File: config.mk
export PLATFORM = sky130hd
export DESIGN_NAME = ide_dma_regfile
export DESIGN_NICKNAME = d
export VERILOG_FILES = /design/src/rtl/idedma_pkg.sv /design/src/rtl/idedma_chan.sv /design/src/rtl/idedma_rdmux.sv /design/src/rtl/ide_dma_regfile.sv
export SDC_FILE = /design/constraint.sdc
export NUM_CORES = 1
export LEC_CHECK = 0
export BUFFER_PORTS_ARGS = -buffer_cell sky130_fd_sc_hd__buf_2
export CAP_MARGIN = 20
export CORE_UTILIZATION = 35
export DETAILED_ROUTE_END_ITERATION = 8
export SYNTH_ARGS = -nofsm -noshare
export SYNTH_HDL_FRONTEND = slang
export SYNTH_SLANG_ARGS = --single-unit
File: constraint.sdc
create_clock -name clk -period 2.65 [get_ports clk]
set_clock_uncertainty 0.1 [all_clocks]
set_input_delay 0.3975 -clock clk [delete_from_list [all_inputs] [get_ports clk]]
set_output_delay 0.3975 -clock clk [all_outputs]
set_load 0.02 [all_outputs]
File: src/rtl/idedma_pkg.sv
package idedma_pkg;
  localparam int CMD_START = 0;
  localparam int CMD_DIR   = 3;
  localparam int ST_ACT    = 0;
  localparam int ST_ERR    = 1;
  localparam int ST_IRQ    = 2;
  localparam int STAT_LSB  = 16;

  function automatic logic [31:0] merge_bytes(input logic [31:0] old_v,
                                              input logic [31:0] new_v,
                                              input logic [3:0]  en);
    logic [31:0] r;
    for (int i = 0; i < 4; i++)
      r[8*i +: 8] = en[i] ? new_v[8*i +: 8] : old_v[8*i +: 8];
    return r;
  endfunction

  function automatic logic [31:0] align_ptr(input logic [31:0] v);
    return {v[31:2], 2'b00};
  endfunction

  function automatic logic [7:0] cmd_view(input logic run, input logic dir);
    logic [7:0] r;
    r = 8'h00;
    r[CMD_START] = run;
    r[CMD_DIR]   = dir;
    return r;
  endfunction

  function automatic logic [7:0] stat_view(input logic act, input logic err,
                                           input logic irq);
    logic [7:0] r;
    r = 8'h00;
    r[ST_ACT] = act;
    r[ST_ERR] = err;
    r[ST_IRQ] = irq;
    return r;
  endfunction
endpackage

File: src/rtl/idedma_chan.sv
module idedma_chan
  import idedma_pkg::*;
(
  input  logic        clk,
  input  logic        rst_n,
  input  logic        cmd_we,
  input  logic        stat_we,
  input  logic        ptr_we,
  input  logic [3:0]  be,
  input  logic [31:0] wdata,
  input  logic        eng_active,
  input  logic        eng_done,
  input  logic        eng_error,
  output logic [7:0]  cmd_byte,
  output logic [7:0]  stat_byte,
  output logic [31:0] ptr,
  output logic        run,
  output logic        dir,
  output logic        start_pulse,
  output logic        abort_pulse
);
  logic        run_q, dir_q, err_q, irq_q, sp_q, ab_q;
  logic [31:0] ptr_q;

  // named events for the checks
  logic start_evt, abort_evt, err_clr, irq_clr, dir_wr;
  assign start_evt = cmd_we & wdata[CMD_START] & ~run_q;
  assign abort_evt = cmd_we & ~wdata[CMD_START] & run_q & eng_active & ~irq_q;
  assign err_clr   = stat_we & wdata[STAT_LSB + ST_ERR];
  assign irq_clr   = stat_we & wdata[STAT_LSB + ST_IRQ];
  assign dir_wr    = cmd_we & ~eng_active;

  always_ff @(posedge clk or negedge rst_n) begin
    if (!rst_n) begin
      run_q <= 1'b0;
      dir_q <= 1'b0;
      err_q <= 1'b0;
      irq_q <= 1'b0;
      sp_q  <= 1'b0;
      ab_q  <= 1'b0;
      ptr_q <= '0;
    end else begin
      sp_q  <= start_evt;
      ab_q  <= abort_evt;
      if (cmd_we) run_q <= wdata[CMD_START];
      if (dir_wr) dir_q <= wdata[CMD_DIR];
      err_q <= (err_q & ~err_clr) | eng_error;
      irq_q <= (irq_q & ~irq_clr) | eng_done;
      if (ptr_we) ptr_q <= align_ptr(merge_bytes(ptr_q, wdata, be));
    end
  end

  assign cmd_byte    = cmd_view(run_q, dir_q);
  assign stat_byte   = stat_view(eng_active, err_q, irq_q);
  assign ptr         = ptr_q;
  assign run         = run_q;
  assign dir         = dir_q;
  assign start_pulse = sp_q;
  assign abort_pulse = ab_q;

  // a start pulse only follows a 0-to-1 change of the start bit
  a_r4_start_edge: assert property (@(posedge clk) disable iff (!rst_n)
    sp_q |-> (run_q && !$past(run_q)));
  // start pulse is one cycle wide
  a_r4_start_single: assert property (@(posedge clk) disable iff (!rst_n)
    sp_q |=> !sp_q);
  // abort only when start dropped with engine busy and no interrupt
  a_r6_abort_cond: assert property (@(posedge clk) disable iff (!rst_n)
    ab_q |-> (!run_q && $past(run_q) && $past(eng_active) && !$past(irq_q)));
  // abort pulse is one cycle wide
  a_r6_abort_single: assert property (@(posedge clk) disable iff (!rst_n)
    ab_q |=> !ab_q);
  // direction only moves when the engine was idle
  a_r11_dir_hold: assert property (@(posedge clk) disable iff (!rst_n)
    !$stable(dir_q) |-> !$past(eng_active));
  // an engine error always leaves the error bit set
  a_r8_err_set_wins: assert property (@(posedge clk) disable iff (!rst_n)
    eng_error |=> err_q);
  // interrupt bit only drops after a write-one-to-clear
  a_r8_irq_w1c: assert property (@(posedge clk) disable iff (!rst_n)
    $fell(irq_q) |-> $past(irq_clr));
endmodule

File: src/rtl/idedma_rdmux.sv
module idedma_rdmux #(
  parameter int NUM_CH = 2,
  localparam int DWA_W = $clog2(NUM_CH) + 1
) (
  input  logic [DWA_W-1:0]          dw_addr,
  input  logic [NUM_CH-1:0][7:0]    cmd_b,
  input  logic [NUM_CH-1:0][7:0]    stat_b,
  input  logic [NUM_CH-1:0][31:0]   ptr_w,
  output logic [31:0]               rdata
);
  localparam int CH_W = DWA_W - 1;

  always_comb begin
    rdata = '0;
    for (int c = 0; c < NUM_CH; c++) begin
      if (dw_addr[DWA_W-1:1] == CH_W'(c))
        rdata = dw_addr[0] ? ptr_w[c] : {8'h00, stat_b[c], 8'h00, cmd_b[c]};
    end
  end
endmodule

File: src/rtl/ide_dma_regfile.sv
module ide_dma_regfile #(
  parameter int NUM_CH = 2,
  localparam int DWA_W = $clog2(NUM_CH) + 1
) (
  input  logic              clk,
  input  logic              rst_n,
  input  logic              wr_en,
  input  logic              rd_en,
  input  logic [DWA_W-1:0]  dw_addr,
  input  logic [3:0]        be,
  input  logic [31:0]       wdata,
  output logic [31:0]       rd_data,
  input  logic [NUM_CH-1:0] eng_active,
  input  logic [NUM_CH-1:0] eng_done,
  input  logic [NUM_CH-1:0] eng_error,
  output logic [NUM_CH-1:0] start_pulse,
  output logic [NUM_CH-1:0] abort_pulse,
  output logic [NUM_CH-1:0] run_en,
  output logic [NUM_CH-1:0] xfer_dir
);
  localparam int CH_W = DWA_W - 1;

  logic [NUM_CH-1:0][7:0]  cmd_b, stat_b;
  logic [NUM_CH-1:0][31:0] ptr_w;
  logic [NUM_CH-1:0]       cmd_we, stat_we, ptr_we;
  logic [31:0]             rd_next;

  for (genvar c = 0; c < NUM_CH; c++) begin : g_ch
    logic hit;
    assign hit        = wr_en && (dw_addr[DWA_W-1:1] == CH_W'(c));
    assign cmd_we[c]  = hit && !dw_addr[0] && be[0];
    assign stat_we[c] = hit && !dw_addr[0] && be[2];
    assign ptr_we[c]  = hit && dw_addr[0];

    idedma_chan u_chan (
      .clk         (clk),
      .rst_n       (rst_n),
      .cmd_we      (cmd_we[c]),
      .stat_we     (stat_we[c]),
      .ptr_we      (ptr_we[c]),
      .be          (be),
      .wdata       (wdata),
      .eng_active  (eng_active[c]),
      .eng_done    (eng_done[c]),
      .eng_error   (eng_error[c]),
      .cmd_byte    (cmd_b[c]),
      .stat_byte   (stat_b[c]),
      .ptr         (ptr_w[c]),
      .run         (run_en[c]),
      .dir         (xfer_dir[c]),
      .start_pulse (start_pulse[c]),
      .abort_pulse (abort_pulse[c])
    );
  end

  idedma_rdmux #(.NUM_CH(NUM_CH)) u_rdmux (
    .dw_addr (dw_addr),
    .cmd_b   (cmd_b),
    .stat_b  (stat_b),
    .ptr_w   (ptr_w),
    .rdata   (rd_next)
  );

  always_ff @(posedge clk or negedge rst_n) begin
    if (!rst_n)      rd_data <= '0;
    else if (rd_en)  rd_data <= rd_next;
  end

  // read data only changes in the cycle after a read strobe
  a_r12_rd_hold: assert property (@(posedge clk) disable iff (!rst_n)
    !$past(rd_en) |-> $stable(rd_data));
  // a write decodes to at most one register of one channel
  a_r1_one_target: assert property (@(posedge clk) disable iff (!rst_n)
    $countones({cmd_we, ptr_we}) <= 1);
endmodule

==> results.yml <==
sta:
  fin_setup_tns_ns: 0
  setup_viol: 0
  rsz0062_at_grt: "no"
  relSlewSlack_pct: 55.3
  drv_slew: 0
  whs_ns: -0.0156
  fmax_ghz: 0.607
  post-route-min-period_ns: 1.65
  worst_slack_ns: 1.00
  worst_pin_slew_ns: 0.670
  post-route-period-util_pct: 62.2
  hold_viol: 9
critical_path:
  critPathCaptureType: "flop"
  crit_chain: "buf_2 > nor2b_4 > nand3_1 > mux2_2"
  reg2reg_to: "rd_data[3]$_DFFE_PN0P_"
  cp.arrival_ns: 1.77
  startpoint: "dw_addr[0]"
  worstPathRequired_ns: 2.77
  r2r_slack_ns: 1.52
  reg2regPathDepth: 3
  setup.worst_path.start_class: "primary input"
  critical-path-max-stage-delay_ns: 0.38
  reg2reg_from: "g_ch[0].u_chan.dir$_DFFE_PN0P_"
  cp_slowest_cell: "mux2_2"
  cp-endpoint: "g_ch[0].u_chan.ptr[6]$_DFFE_PN0P_"
  crit_type: "in -> reg"
  critPathMaxFanout: 19
synthesis:
  synthTopCellsByArea: "dfrtp_1, mux2_2, mux2i_1"
  synth_edf_count: 0
  synth-simple-area-share_pct: 5.31
  yosysWarningCount: 0
  yosys.area.top_type: "dfrtp_1"
  synthAdderAreaFrac_pct: 0
  synthCells: 323
  synth_most_common_cell: "dfrtp_1"
  syn_avg_cell_area_um2: 13.6
  synthXorXnorAreaFrac_pct: 0
  synthMuxAreaShare_pct: 24.8
  ys_ff_latch: 103
  ys.flop_type: "dfrtp_1"
  yosysSeqAreaShare_pct: 58.8
  synth_top_family_by_area: "multiplexers"
  yosysTopAreaCellShare_pct: 58.8
  async_flop_share_pct: 100
  synthDistinctLibCells: 25
  synth-compound-area-share_pct: 5.31
  netlist_top_cells_count: "dfrtp_1, mux2_2, mux2i_1"
  synth_nets: 371
  synth_area_um2: 4380
finish:
  area_delta_synth_final_pct: 18.9
  num_antenna_cells: 0
  drive_above_1_share_pct: 44.2
  fin_nets: 450
run_status:
  status: "finished, violations left"
  violations: "negative hold slack"
routing:
  wl_per_cell_um: 15.9
  drt-initial-drc-count: 120
  first_pass_iters: 4
  via_per_inst: 4.79
  num_vias: 2752
  drc_errors: 0
  totalWireLength_um: 9130
  ant_nets: 0
place:
  portBuffers: 85
  gp_congestion: 0.722
  hpwl_um: 6150
  place_ws_ns: 0.608
clock_tree:
  cts_buffer_depth: 2
  cts_buffers: 9
  cts_resized: 0
  clkSinkCount: 103
  cts_tree: "done"
  clk_pin_slew_worst_paths_ns: 0.06
  cts_hold_buf: 0
  insertion_delay_ns: 0.34
  post_cts_buffers: 0
  h-tree-depth: 3
  cts_root_buf: "clkbuf_16"
global_routing:
  grt_pass1_vias: 2878
  antenna_found_initial: 2
  grt_pass1_wl_um: 15100
  track_usage_pct: 15.4
  grt_max_degree: 53
  grt.overflow.total: 0
floorplan:
  start_util_pct: 36.2
  chipWidth_um: 114
  ioPinCount: 88
  core_um2: 12100
  rows: 40
  die_y_um: 114
  die_area_um2: 13000
power:
  p_per_area_nw_per_um2: 776
  leakage_nw: 2.48
  ir_drop_mv: 0.384
min_path:
  hold_class: "in -> async"
run:
  drv_cap: 0
==> cell families (layout without fill, tap and decap cells) <==
group	after synthesis	after routing
AO/OA/AOI/OAI	38	38
buffers and inverters	48	132
flip-flops	103	103
multiplexers	100	100
other	1	1
AND/OR/NAND/NOR	33	33
==> critical path, delay by kind of cell <==
family,cells,cell delay (ns)
buffers and inverters,1,0.37
muxes,1,0.38
and+or+nand+nor,2,0.62
==> cell usage in the layout (no fill, tap or decap) <==
cell	n
dfrtp_1	103
buf_2	84
mux2_2	69
mux2i_1	31
inv_1	26
o22ai_1	26
clkbuf_16	9
nor2b_1	6
nand4_1	5
buf_4	5
nor2_1	4
a21o_1	4
nand2_1	4
a21oi_1	4
o21ai_0	4
nand3_2	3
nand4_2	3
clkinv_2	3
nor3b_1	2
nor4_1	2
clkbuf_1	2
nand4bb_1	1
nand4b_1	1
nor2b_4	1
nand3_1	1
conb_1	1
clkbuf_8	1
bufinv_16	1
buf_12	1
==> registers in the layout, indices dropped and copies added (netlist names) <==
name,count
g_ch.u_chan.abort_pulse,2
g_ch.u_chan.dir,2
g_ch.u_chan.err_q,2
g_ch.u_chan.irq_q,2
g_ch.u_chan.ptr,60
g_ch.u_chan.run,2
g_ch.u_chan.start_pulse,2
rd_data,31
==> where the power goes <==
| part | total [W] | leakage [nW] | internal (W) | switching [W] |
|---|---|---|---|---|
| combinational | 0.000736 | 1.06 | 0.000362 | 0.000374 |
| sequential | 0.00201 | 1.26 | 0.00186 | 0.000146 |
| clock | 0.00130 | 0.146 | 0.000754 | 0.000547 |
| total | 0.00404 | 2.48 | 0.00298 | 0.00107 |
==> routing by layer <==
metal  wire [um]  up-vias  GRT usage [%]
li1            -     1290              -
met1        4020     1398           19.5
met2        4480       56           24.8
met3         504        8           5.31
met4         121        0           5.28
met5           0        -              0
==> worst min path at each step <==
stage / from / end / slack [ns] / cells past startpoint
2_1_floorplan: rst_n / g_ch[0].u_chan.abort_pulse$_DFF_PN0_ / 0.002 / 0
3_3_place_gp: rst_n / rd_data[25]$_DFFE_PN0P_ / 0.36 / 1
3_5_place_dp: g_ch[1].u_chan.err_q$_DFF_PN0_ / g_ch[1].u_chan.err_q$_DFF_PN0_ / 0.37 / 1
4_1_cts: rst_n / rd_data[27]$_DFFE_PN0P_ / 0.01 / 1
5_1_grt: rst_n / rd_data[25]$_DFFE_PN0P_ / 0.04 / 1
6_report: rst_n / g_ch[1].u_chan.ptr[25]$_DFFE_PN0P_ / -0.02 / 1
==> layout make-up <==
type,count,area [um2]
tap,168,210
inverter,26,97.6
fill,1178,6900
clock inverter,4,45.0
clock buffer,12,246
timing repair buffer,90,478
multi-input combinational,172,1560
sequential,103,2580
==> stage by stage <==
step	utilization [%]	cells	power [W]	hold WS [ns]	cell area, um2
global route	43.0	575	0.00427	0.0431	5210
global placement	40.6	559	0.00275	0.359	4920
floorplan	-	323	0.00254	0.00191	4380
detailed placement	40.6	559	0.00279	0.368	4920
CTS	43.0	575	0.00410	0.0115	5210
finish	43.0	575	0.00404	-0.0156	5210
Note: power is estimated with default switching activity, not from simulation.
